File: src/rtl/mcb_pkg.sv
package mcb_pkg;

   typedef enum logic [2:0] {
      CELL_HOLD = 3'd0,
      CELL_LOAD = 3'd1,
      CELL_SET  = 3'd2,
      CELL_CLR  = 3'd3,
      CELL_CAPT = 3'd4
   } cell_act_e;

   // Host load beats set, set beats clear, clear beats a clocked capture.
   function automatic cell_act_e pick_action(input logic load, input logic set,
                                             input logic clr, input logic en);
      if (load)     return CELL_LOAD;
      else if (set) return CELL_SET;
      else if (clr) return CELL_CLR;
      else if (en)  return CELL_CAPT;
      else          return CELL_HOLD;
   endfunction

endpackage

File: src/rtl/mcb_addr_dec.sv
module mcb_addr_dec #(
   parameter int ADDR_W      = 8,
   parameter int NUM_GROUPS  = 2,
   parameter int BASE_OFFSET = 32
) (
   input  logic [ADDR_W-1:0]     addr,
   input  logic                  wr,
   input  logic                  rd,
   output logic [NUM_GROUPS-1:0] grp_wr,
   output logic [NUM_GROUPS-1:0] grp_rd
);

   generate
      for (genvar g = 0; g < NUM_GROUPS; g++) begin : g_match
         localparam logic [ADDR_W-1:0] GRP_OFFS = ADDR_W'(BASE_OFFSET + g);
         logic hit;
         assign hit       = (addr == GRP_OFFS);
         assign grp_wr[g] = wr & hit;
         assign grp_rd[g] = rd & hit;
      end
   endgenerate

endmodule

File: src/rtl/mcb_cell_group.sv
module mcb_cell_group
   import mcb_pkg::*;
#(
   parameter int GROUP_W = 8
) (
   input  logic               clk,
   input  logic               por_n,
   input  logic               load,
   input  logic [GROUP_W-1:0] wdata,
   input  logic [GROUP_W-1:0] d,
   input  logic [GROUP_W-1:0] en,
   input  logic [GROUP_W-1:0] set,
   input  logic [GROUP_W-1:0] clr,
   output logic [GROUP_W-1:0] q
);

   generate
      for (genvar b = 0; b < GROUP_W; b++) begin : g_cell
         cell_act_e act;
         logic      q_r;

         always_comb act = pick_action(load, set[b], clr[b], en[b]);

         always_ff @(posedge clk or negedge por_n) begin
            if (!por_n) begin
               q_r <= 1'b0;
            end else begin
               case (act)
                  CELL_LOAD: q_r <= wdata[b];
                  CELL_SET:  q_r <= 1'b1;
                  CELL_CLR:  q_r <= 1'b0;
                  CELL_CAPT: q_r <= d[b];
                  default:   q_r <= q_r;
               endcase
            end
         end

         assign q[b] = q_r;
      end
   endgenerate

endmodule

File: src/rtl/mcb_read_port.sv
module mcb_read_port #(
   parameter int NUM_GROUPS = 2,
   parameter int GROUP_W    = 8
) (
   input  logic                          clk,
   input  logic                          rst_n,
   input  logic                          rd,
   input  logic [NUM_GROUPS-1:0]         grp_rd,
   input  logic [NUM_GROUPS*GROUP_W-1:0] q_all,
   output logic [GROUP_W-1:0]            rdata
);

   logic [GROUP_W-1:0] rd_next;

   always_comb begin
      rd_next = '0;
      for (int g = 0; g < NUM_GROUPS; g++) begin
         if (grp_rd[g]) rd_next = rd_next | q_all[g*GROUP_W +: GROUP_W];
      end
   end

   always_ff @(posedge clk or negedge rst_n) begin
      if (!rst_n)  rdata <= '0;
      else if (rd) rdata <= rd_next;
   end

endmodule

File: src/rtl/macrocell_bank.sv
module macrocell_bank #(
   parameter int ADDR_W      = 8,
   parameter int GROUP_W     = 8,
   parameter int NUM_GROUPS  = 2,
   parameter int BASE_OFFSET = 32,
   localparam int NCELL      = NUM_GROUPS * GROUP_W
) (
   input  logic               clk,
   input  logic               por_n,
   input  logic               warm_rst_n,
   input  logic [ADDR_W-1:0]  host_addr,
   input  logic               host_wr,
   input  logic [GROUP_W-1:0] host_wdata,
   input  logic               host_rd,
   output logic [GROUP_W-1:0] host_rdata,
   input  logic [NCELL-1:0]   lg_d,
   input  logic [NCELL-1:0]   lg_en,
   input  logic [NCELL-1:0]   lg_set,
   input  logic [NCELL-1:0]   lg_clr,
   input  logic [NCELL-1:0]   pin_oe,
   output logic [NCELL-1:0]   cell_q,
   output logic [NCELL-1:0]   pin_out
);

   generate
      if (GROUP_W < 1 || NUM_GROUPS < 1) begin : g_bad_shape
         $error("macrocell_bank: GROUP_W and NUM_GROUPS must be at least 1");
      end
      if (BASE_OFFSET < 0 || BASE_OFFSET + NUM_GROUPS > (1 << ADDR_W)) begin : g_bad_window
         $error("macrocell_bank: register window does not fit the address width");
      end
   endgenerate

   logic [NUM_GROUPS-1:0] grp_wr;
   logic [NUM_GROUPS-1:0] grp_rd;
   logic                  rd_rst_n;

   assign rd_rst_n = por_n & warm_rst_n;

   mcb_addr_dec #(
      .ADDR_W      (ADDR_W),
      .NUM_GROUPS  (NUM_GROUPS),
      .BASE_OFFSET (BASE_OFFSET)
   ) dec_i (
      .addr   (host_addr),
      .wr     (host_wr),
      .rd     (host_rd),
      .grp_wr (grp_wr),
      .grp_rd (grp_rd)
   );

   generate
      for (genvar g = 0; g < NUM_GROUPS; g++) begin : g_group
         mcb_cell_group #(
            .GROUP_W (GROUP_W)
         ) grp_i (
            .clk   (clk),
            .por_n (por_n),
            .load  (grp_wr[g]),
            .wdata (host_wdata),
            .d     (lg_d  [g*GROUP_W +: GROUP_W]),
            .en    (lg_en [g*GROUP_W +: GROUP_W]),
            .set   (lg_set[g*GROUP_W +: GROUP_W]),
            .clr   (lg_clr[g*GROUP_W +: GROUP_W]),
            .q     (cell_q[g*GROUP_W +: GROUP_W])
         );
      end
   endgenerate

   mcb_read_port #(
      .NUM_GROUPS (NUM_GROUPS),
      .GROUP_W    (GROUP_W)
   ) rdp_i (
      .clk    (clk),
      .rst_n  (rd_rst_n),
      .rd     (host_rd),
      .grp_rd (grp_rd),
      .q_all  (cell_q),
      .rdata  (host_rdata)
   );

   assign pin_out = cell_q & pin_oe;

endmodule

File: config.mk
export PLATFORM = sky130hd
export DESIGN_NAME = macrocell_bank
export DESIGN_NICKNAME = d
export VERILOG_FILES = /design/src/rtl/mcb_pkg.sv /design/src/rtl/mcb_addr_dec.sv /design/src/rtl/mcb_cell_group.sv /design/src/rtl/mcb_read_port.sv /design/src/rtl/macrocell_bank.sv
export SDC_FILE = /design/constraint.sdc
export NUM_CORES = 1
export LEC_CHECK = 0
export ABC_CLOCK_PERIOD_IN_PS = 2400
export CAP_MARGIN = 40
export CORE_MARGIN = 3
export CORE_UTILIZATION = 35
export CTS_BUF_LIST = sky130_fd_sc_hd__clkbuf_4 sky130_fd_sc_hd__clkbuf_8
export DETAILED_ROUTE_END_ITERATION = 8
export HOLD_SLACK_MARGIN = 0.03
export PLACE_DENSITY = 0.89
export SLEW_MARGIN = 15
export SYNTH_ARGS = -nofsm -noshare
export SYNTH_HDL_FRONTEND = slang
export SYNTH_SLANG_ARGS = --single-unit
File: constraint.sdc
create_clock -name clk -period 2.4 [get_ports clk]
set_input_delay 0.48 -clock clk [delete_from_list [all_inputs] [get_ports clk]]
set_output_delay 0.48 -clock clk [all_outputs]
set_load 0.03 [all_outputs]
### Word level (Yosys, flattened, before mapping)

Index checks and enable logic that the tools add are counted.

| storage, ports and cells | value |
|---|---|
| logic and storage cells | 188 |
| input port bits | 101 |
| output and inout port bits | 40 |
| register bits after elaboration | 24 |

| operators by class | value |
|---|---|
| reduce and logical (&&, ||, !) cells | 16 |
| equality and inequality tests | 66 |
| muxes and demuxes | 82 |
| bitwise operators | 7 |

Operators with widths:

| cell | count |
|---|---|
| two-way mux 3 bit | 64 |
| equality test 3 x 2 -> 1 bit, second input constant | 32 |
| one-hot mux 1 bit (4 select lines) | 16 |
| nonzero test 4 bit | 16 |
| equality test 3 x 1 -> 1 bit, second input constant | 16 |
| equality test 3 bit, second input constant | 16 |
| AND 16 bit | 1 |
| equality test 8 x 6 -> 1 bit, second input constant | 2 |
| two-way mux 8 bit | 2 |
| bitwise OR 8 bit | 1 |
| AND 1 bit | 5 |

### Longest topological paths before layout

Gate-level depths: netlist of the first run.

| logic depth | value |
|---|---|
| depth in word-level cells | 6 |
| depth in mapped cells | 4 |
| depth with buffers taken out | 3 |

### By module

From an unflattened synthesis of the first run, not the netlist that was laid out.

| unflattened totals | value |
|---|---|
| cell total of the unflattened synthesis | 145 |
| area total of the unflattened synthesis | 1582.8 um^2 |

Modules (own cells, without submodules):

| module | times used | seq. area each (um^2) | cells each | area each (um^2) |
|---|---|---|---|---|
| mcb_cell_group | 2 | 200.2 | 42 | 506.7 |
| mcb_read_port | 1 | 200.2 | 36 | 402.9 |
| macrocell_bank | 1 | 0.0 | 17 | 106.4 |
| mcb_addr_dec | 1 | 0.0 | 8 | 60.1 |

### Worst setup path before layout of the first run

OpenSTA, ideal clock, no wires.

| timing | value |
|---|---|
| kind | input to register |
| start point | in host_addr[4] |
| end point | reg g_group[0].grp_i.g_cell[0].q_r |
| data required time | 2275 ps |
| path slack | 888 ps |
| arrival time | 1388 ps |
| stages on the path | 3 |
| path buffers | 0 |
| library setup time | 125 ps |
| path through | nor4b_4 -> nand4b_4 -> mux2_2 |

| between the ends | value |
|---|---|
| cells in the longest elaborated chain, start to end | 5 |
| elaborated cells on any way between the ends | 9 |
| classes of those cells | eq/ne: 5; mux: 2; bitwise: 1; reduce/logical: 1 |

RTL lines:

| what | RTL line | source |
|---|---|---|
| start: declaration | macrocell_bank.sv:11 | `input logic [ADDR_W-1:0] host_addr,` |
| equality test 8 x 6 -> 1 bit (*) | mcb_addr_dec.sv:17 | `assign hit = (addr == GRP_OFFS);` |
| AND 1 bit (*) | mcb_addr_dec.sv:18 | `assign grp_wr[g] = wr & hit;` |
| two-way mux 3 bit (*) | mcb_pkg.sv:14 | `if (load) return CELL_LOAD;` |
| equality test 3 bit (tied with other cells) | mcb_cell_group.sv:28 | `case (act)` |
| one-hot mux 1 bit (4 select lines) / nonzero test 4 bit (equally long branches) | - |  |
| end signal: assignment | mcb_cell_group.sv:29 | `CELL_LOAD: q_r <= wdata[b];` |
| end signal: assignment | mcb_cell_group.sv:32 | `CELL_CAPT: q_r <= d[b];` |
| end signal: assignment | mcb_cell_group.sv:33 | `default: q_r <= q_r;` |
| end: declaration | mcb_cell_group.sv:20 | `logic q_r;` |

Every way passes the cells marked *; elsewhere a longest branch is shown, timed or not.
A chain may end at the register's enable or synchronous reset.

### Worst setup path after layout of the first run

| timing | value |
|---|---|
| start point | in pin_oe[9] |
| end point | out pin_out[9] |

| between the ends | value |
|---|---|
| cells in the longest elaborated chain, start to end | 1 |

RTL lines:

| what | RTL line | source |
|---|---|---|
| start: declaration | macrocell_bank.sv:20 | `input logic [NCELL-1:0] pin_oe,` |
| AND 16 bit | macrocell_bank.sv:82 | `assign pin_out = cell_q & pin_oe;` |
| end: declaration | macrocell_bank.sv:22 | `output logic [NCELL-1:0] pin_out` |

No other way between the ends.

==> results of run 1 <==
## critical path, stage by stage
cell                              delay, ns
sky130_fd_sc_hd__clkdlybuf4s50_1       0.45
sky130_fd_sc_hd__and2_1                0.12
sky130_fd_sc_hd__clkdlybuf4s50_1       0.67
## flip-flops by register name, summed over array words and instances (netlist names)
| signal | flops |
|---|---|
| g_group.grp_i.g_cell.q_r | 16 |
| rdp_i.rdata | 8 |
## cells by family after synthesis
family | Yosys count | share of synthesized area (%)
muxes | 40 | 27.2
and+or+nand+nor | 30 | 13.8
buffers and inverters | 27 | 10.3
AOI/OAI and AO/OA | 24 | 10.8
DFF | 24 | 37.9
## how the worst min path moves through the flow
stage | from | to | slack [ns]
4_1_cts | rdp_i.rdata[1]$_DFFE_PN0P_ | rdp_i.rdata[1]$_DFFE_PN0P_ | 0.53
6_report | rdp_i.rdata[1]$_DFFE_PN0P_ | rdp_i.rdata[1]$_DFFE_PN0P_ | 0.53
5_1_grt | rdp_i.rdata[1]$_DFFE_PN0P_ | rdp_i.rdata[1]$_DFFE_PN0P_ | 0.56
2_1_floorplan | por_n | g_group[0].grp_i.g_cell[0].q_r$_DFFE_PN0P_ | 0.18
3_3_place_gp | rdp_i.rdata[6]$_DFFE_PN0P_ | rdp_i.rdata[6]$_DFFE_PN0P_ | 0.51
3_5_place_dp | rdp_i.rdata[1]$_DFFE_PN0P_ | rdp_i.rdata[1]$_DFFE_PN0P_ | 0.52
## stage by stage
step / power [uW] / setup slack, ns / instances / util (%)
2_1_floorplan: 655 / 0.888 / 145 / -
3_3_place_gp: 889 / 0.198 / 318 / 70.2
3_5_place_dp: 897 / 0.193 / 318 / 70.2
4_1_cts: 1260 / 0.192 / 322 / 71.9
5_1_grt: 1300 / 0.147 / 322 / 71.9
6_report: 1240 / 0.196 / 322 / 71.9
## placed cells by master (no fill, tap or decap), drive strengths merged
cell type      count
and2              17
buf                2
bufinv             1
clkbuf             3
clkdlybuf4s50    140
dfrtp             24
inv                8
mux2              24
mux2i             16
nand2              9
nand4              1
nand4b             1
nor3               1
nor4b              1
o21bai            16
o22ai              8
## layout make-up
type,count,area (um2)
timing repair buffer,142,1420
fill,330,1170
multi-input combinational,94,820
sequential,24,601
tap,50,62.6
clock buffer,3,41.3
clock inverter,1,30.0
inverter,8,30.0
## per-layer routing
metal | vias up | part of all wire [%] | wire length [um]
met5 | - | 0 | 0
met1 | 699 | 36 | 1750
met4 | 0 | 0.88 | 43
li1 | 748 | - | -
met3 | 4 | 9.7 | 473
met2 | 75 | 54 | 2640
## power groups by stage
stage,registers [uW],logic (uW),clock network [uW]
after global routing,449,468,386
after detailed placement,453,445,0
after global placement,452,437,0
after CTS,445,446,369
final,444,441,357
after floorplan,448,207,0
==> run_results.csv, run 1 <==
group,metric,value,unit
outcome,outcome,"finished clean",
route,detailroute.via_count,1526,
clock_network,clock_tree.buffer_depth,2,
cells_and_area,postLayoutCellArea,0.00300,mm2
floorplan,initial_core_util,37.9,%
synth,ys_ff_latch,24,
cells_and_area,n_antenna_cell,0,
synth,dominantRegCellSynth,"sky130_fd_sc_hd__dfrtp_1",
sta,fmax,0.454,GHz
critical_path,critical_path.startpoint_type,"input port",
route,final_antenna_net_count,0,
global_routing,total_congestion_overflow_after_global_routing,0,
power,clock_power_share,28.7,%
route,routed_wl,4.90,mm
clock_network,ctsResizeCount,0,
synth,synth_top_cell_area_share,37.9,%
global_routing,grt_max_degree,17,
sta,report.final.setup_viol,0,
sta,slew_headroom,64.2,%
synth,synth-edff-count,0,
global_routing,antenna_violations_before_repair,0,
critical_path,setup.reg_to_reg.worst_slack,1.39,ns
route,drt_pre_antenna_iters,2,
clock_network,cts_tree,"built",
sta,finalSetupTns,0,ns
clock_network,cts_hold_buffers,0,
critical_path,timing.critical_path.to_type,"output port",
clock_network,cts-htree-levels,1,
floorplan,pin_count,141,
synth,synthesis.nets,246,
sta,min_period,2.20,ns
synth,syn-mean-instance-area,10.9,um2
synth,synth-warning-count,0,
synth,cell_types_with_the_highest_counts_after_synthesis,"24 x sky130_fd_sc_hd__dfrtp_1, 24 x sky130_fd_sc_hd__mux2_2, 17 x sky130_fd_sc_hd__and2_1",
power,max-vdd-ir-drop,0.236,mV
route,detail_route.wl_per_cell,15.2,um
placement,globalplace.congestion,0.708,
power,internal_power,920,uW
critical_path,cp-startpoint,"pin_oe[9]",
floorplan,die_w,73.2,um
sta,final_min_period_over_clock_period,91.8,%
floorplan,chipHeight,73.2,um
clock_network,clkLatencyLatePin,0.27,ns
power,sequentialPowerShare,35.7,%
global_routing,groute.layer.met3.usage,4.27,%
clock_network,clock-sinks,24,
critical_path,criticalPathCategory,"input port to output port",
global_routing,vias_in_the_first_global_route,1602,
synth,synth-async-reset-ratio,100,%
synth,synth_area,0.00158,mm2
min_path,hold-path-cell-count,2,
global_routing,grt-busiest-layer,"met2",
synth,netlist.top_cell.by_area,"sky130_fd_sc_hd__dfrtp_1",
global_routing,grt_use_met1,19.1,%
sta,report.final.hold_viol_count,0,
clock_network,numCtsBuffers,3,
critical_path,timing.rr.start,"g_group[0].grp_i.g_cell[1].q_r$_DFFE_PN0P_",
synth,yosys-top-cells-area,"sky130_fd_sc_hd__dfrtp_1 38%, sky130_fd_sc_hd__mux2_2 17%, sky130_fd_sc_hd__mux2i_1 10%",
sta,report.final.slew_viol_count,0,
clock_network,worst_setup_hold_path_clk_slew,0.08,ns
sta,hold_slack,0.531,ns
cells_and_area,num-nets-final,374,
route,drc,0,
cells_and_area,final_layout_size_suffix_gt1_share,12.5,%
clock_network,cts-root-buf,"sky130_fd_sc_hd__clkbuf_8",
power,net_switching_share_of_the_total_power,25.9,%
power,cellPowerDensity,414,mW/mm2
route,post_drt_via_cell_ratio,4.74,
synth,syn-instance-count,145,
power,p_comb_share,35.5,%
cells_and_area,area_growth,89.6,%
power,static-leakage-power,0.00121,uW
critical_path,cp_max_fo,1,
global_routing,groute.layer.met2.usage,35.1,%
placement,io_buffer_count,140,
placement,postPlaceCellArea,0.00293,mm2
sta,unrepaired_setup_endpoints_after_global_routing,"false",
floorplan,die_area,0.00536,mm2
placement,place.detailed.hpwl,4.11,mm
critical_path,worstRegToRegCells,3,
route,drt_first_iter_violations,29,
floorplan,core.rowCount,23,
global_routing,grt_util_all_layers,18.1,%
power,power.net_switching,322,uW
clock_network,post-cts-setup-buffer-count,0,
critical_path,cp-endpoint,"pin_out[9]",
critical_path,r2r_end,"g_group[0].grp_i.g_cell[1].q_r$_DFFE_PN0P_",
synth,synth_sequential_area_ratio,37.9,%
critical_path,worst_ep_required_time,1.92,ns
min_path,min-delay-path-class,"flip-flop to flip-flop",
critical_path,crit_arrival,1.72,ns
floorplan,core_region_area,0.00417,mm2
job,maxCapViolations,0,
global_routing,wire_length_of_the_first_global_routing_pass,7.49,mm
sta,fin_worst_skew,0.00458,ns
synth,number_of_unique_standard_cell_types_used_by_synthesis,15,
sta,worst_slew_pin_slew,0.535,ns
Note: power is estimated with default switching activity, not from simulation.
==> run 2, diff against run 1 <==
- GPL_ROUTABILITY_DRIVEN: default -> 0
==> results of run 2 <==
No change in the layout: final DEF, timing and power equal those of run 1.
==> run 3, diff against run 2 <==
- ABC_AREA: default -> 0
==> results of run 3 <==
No change in the layout: final DEF, timing and power equal those of run 1.
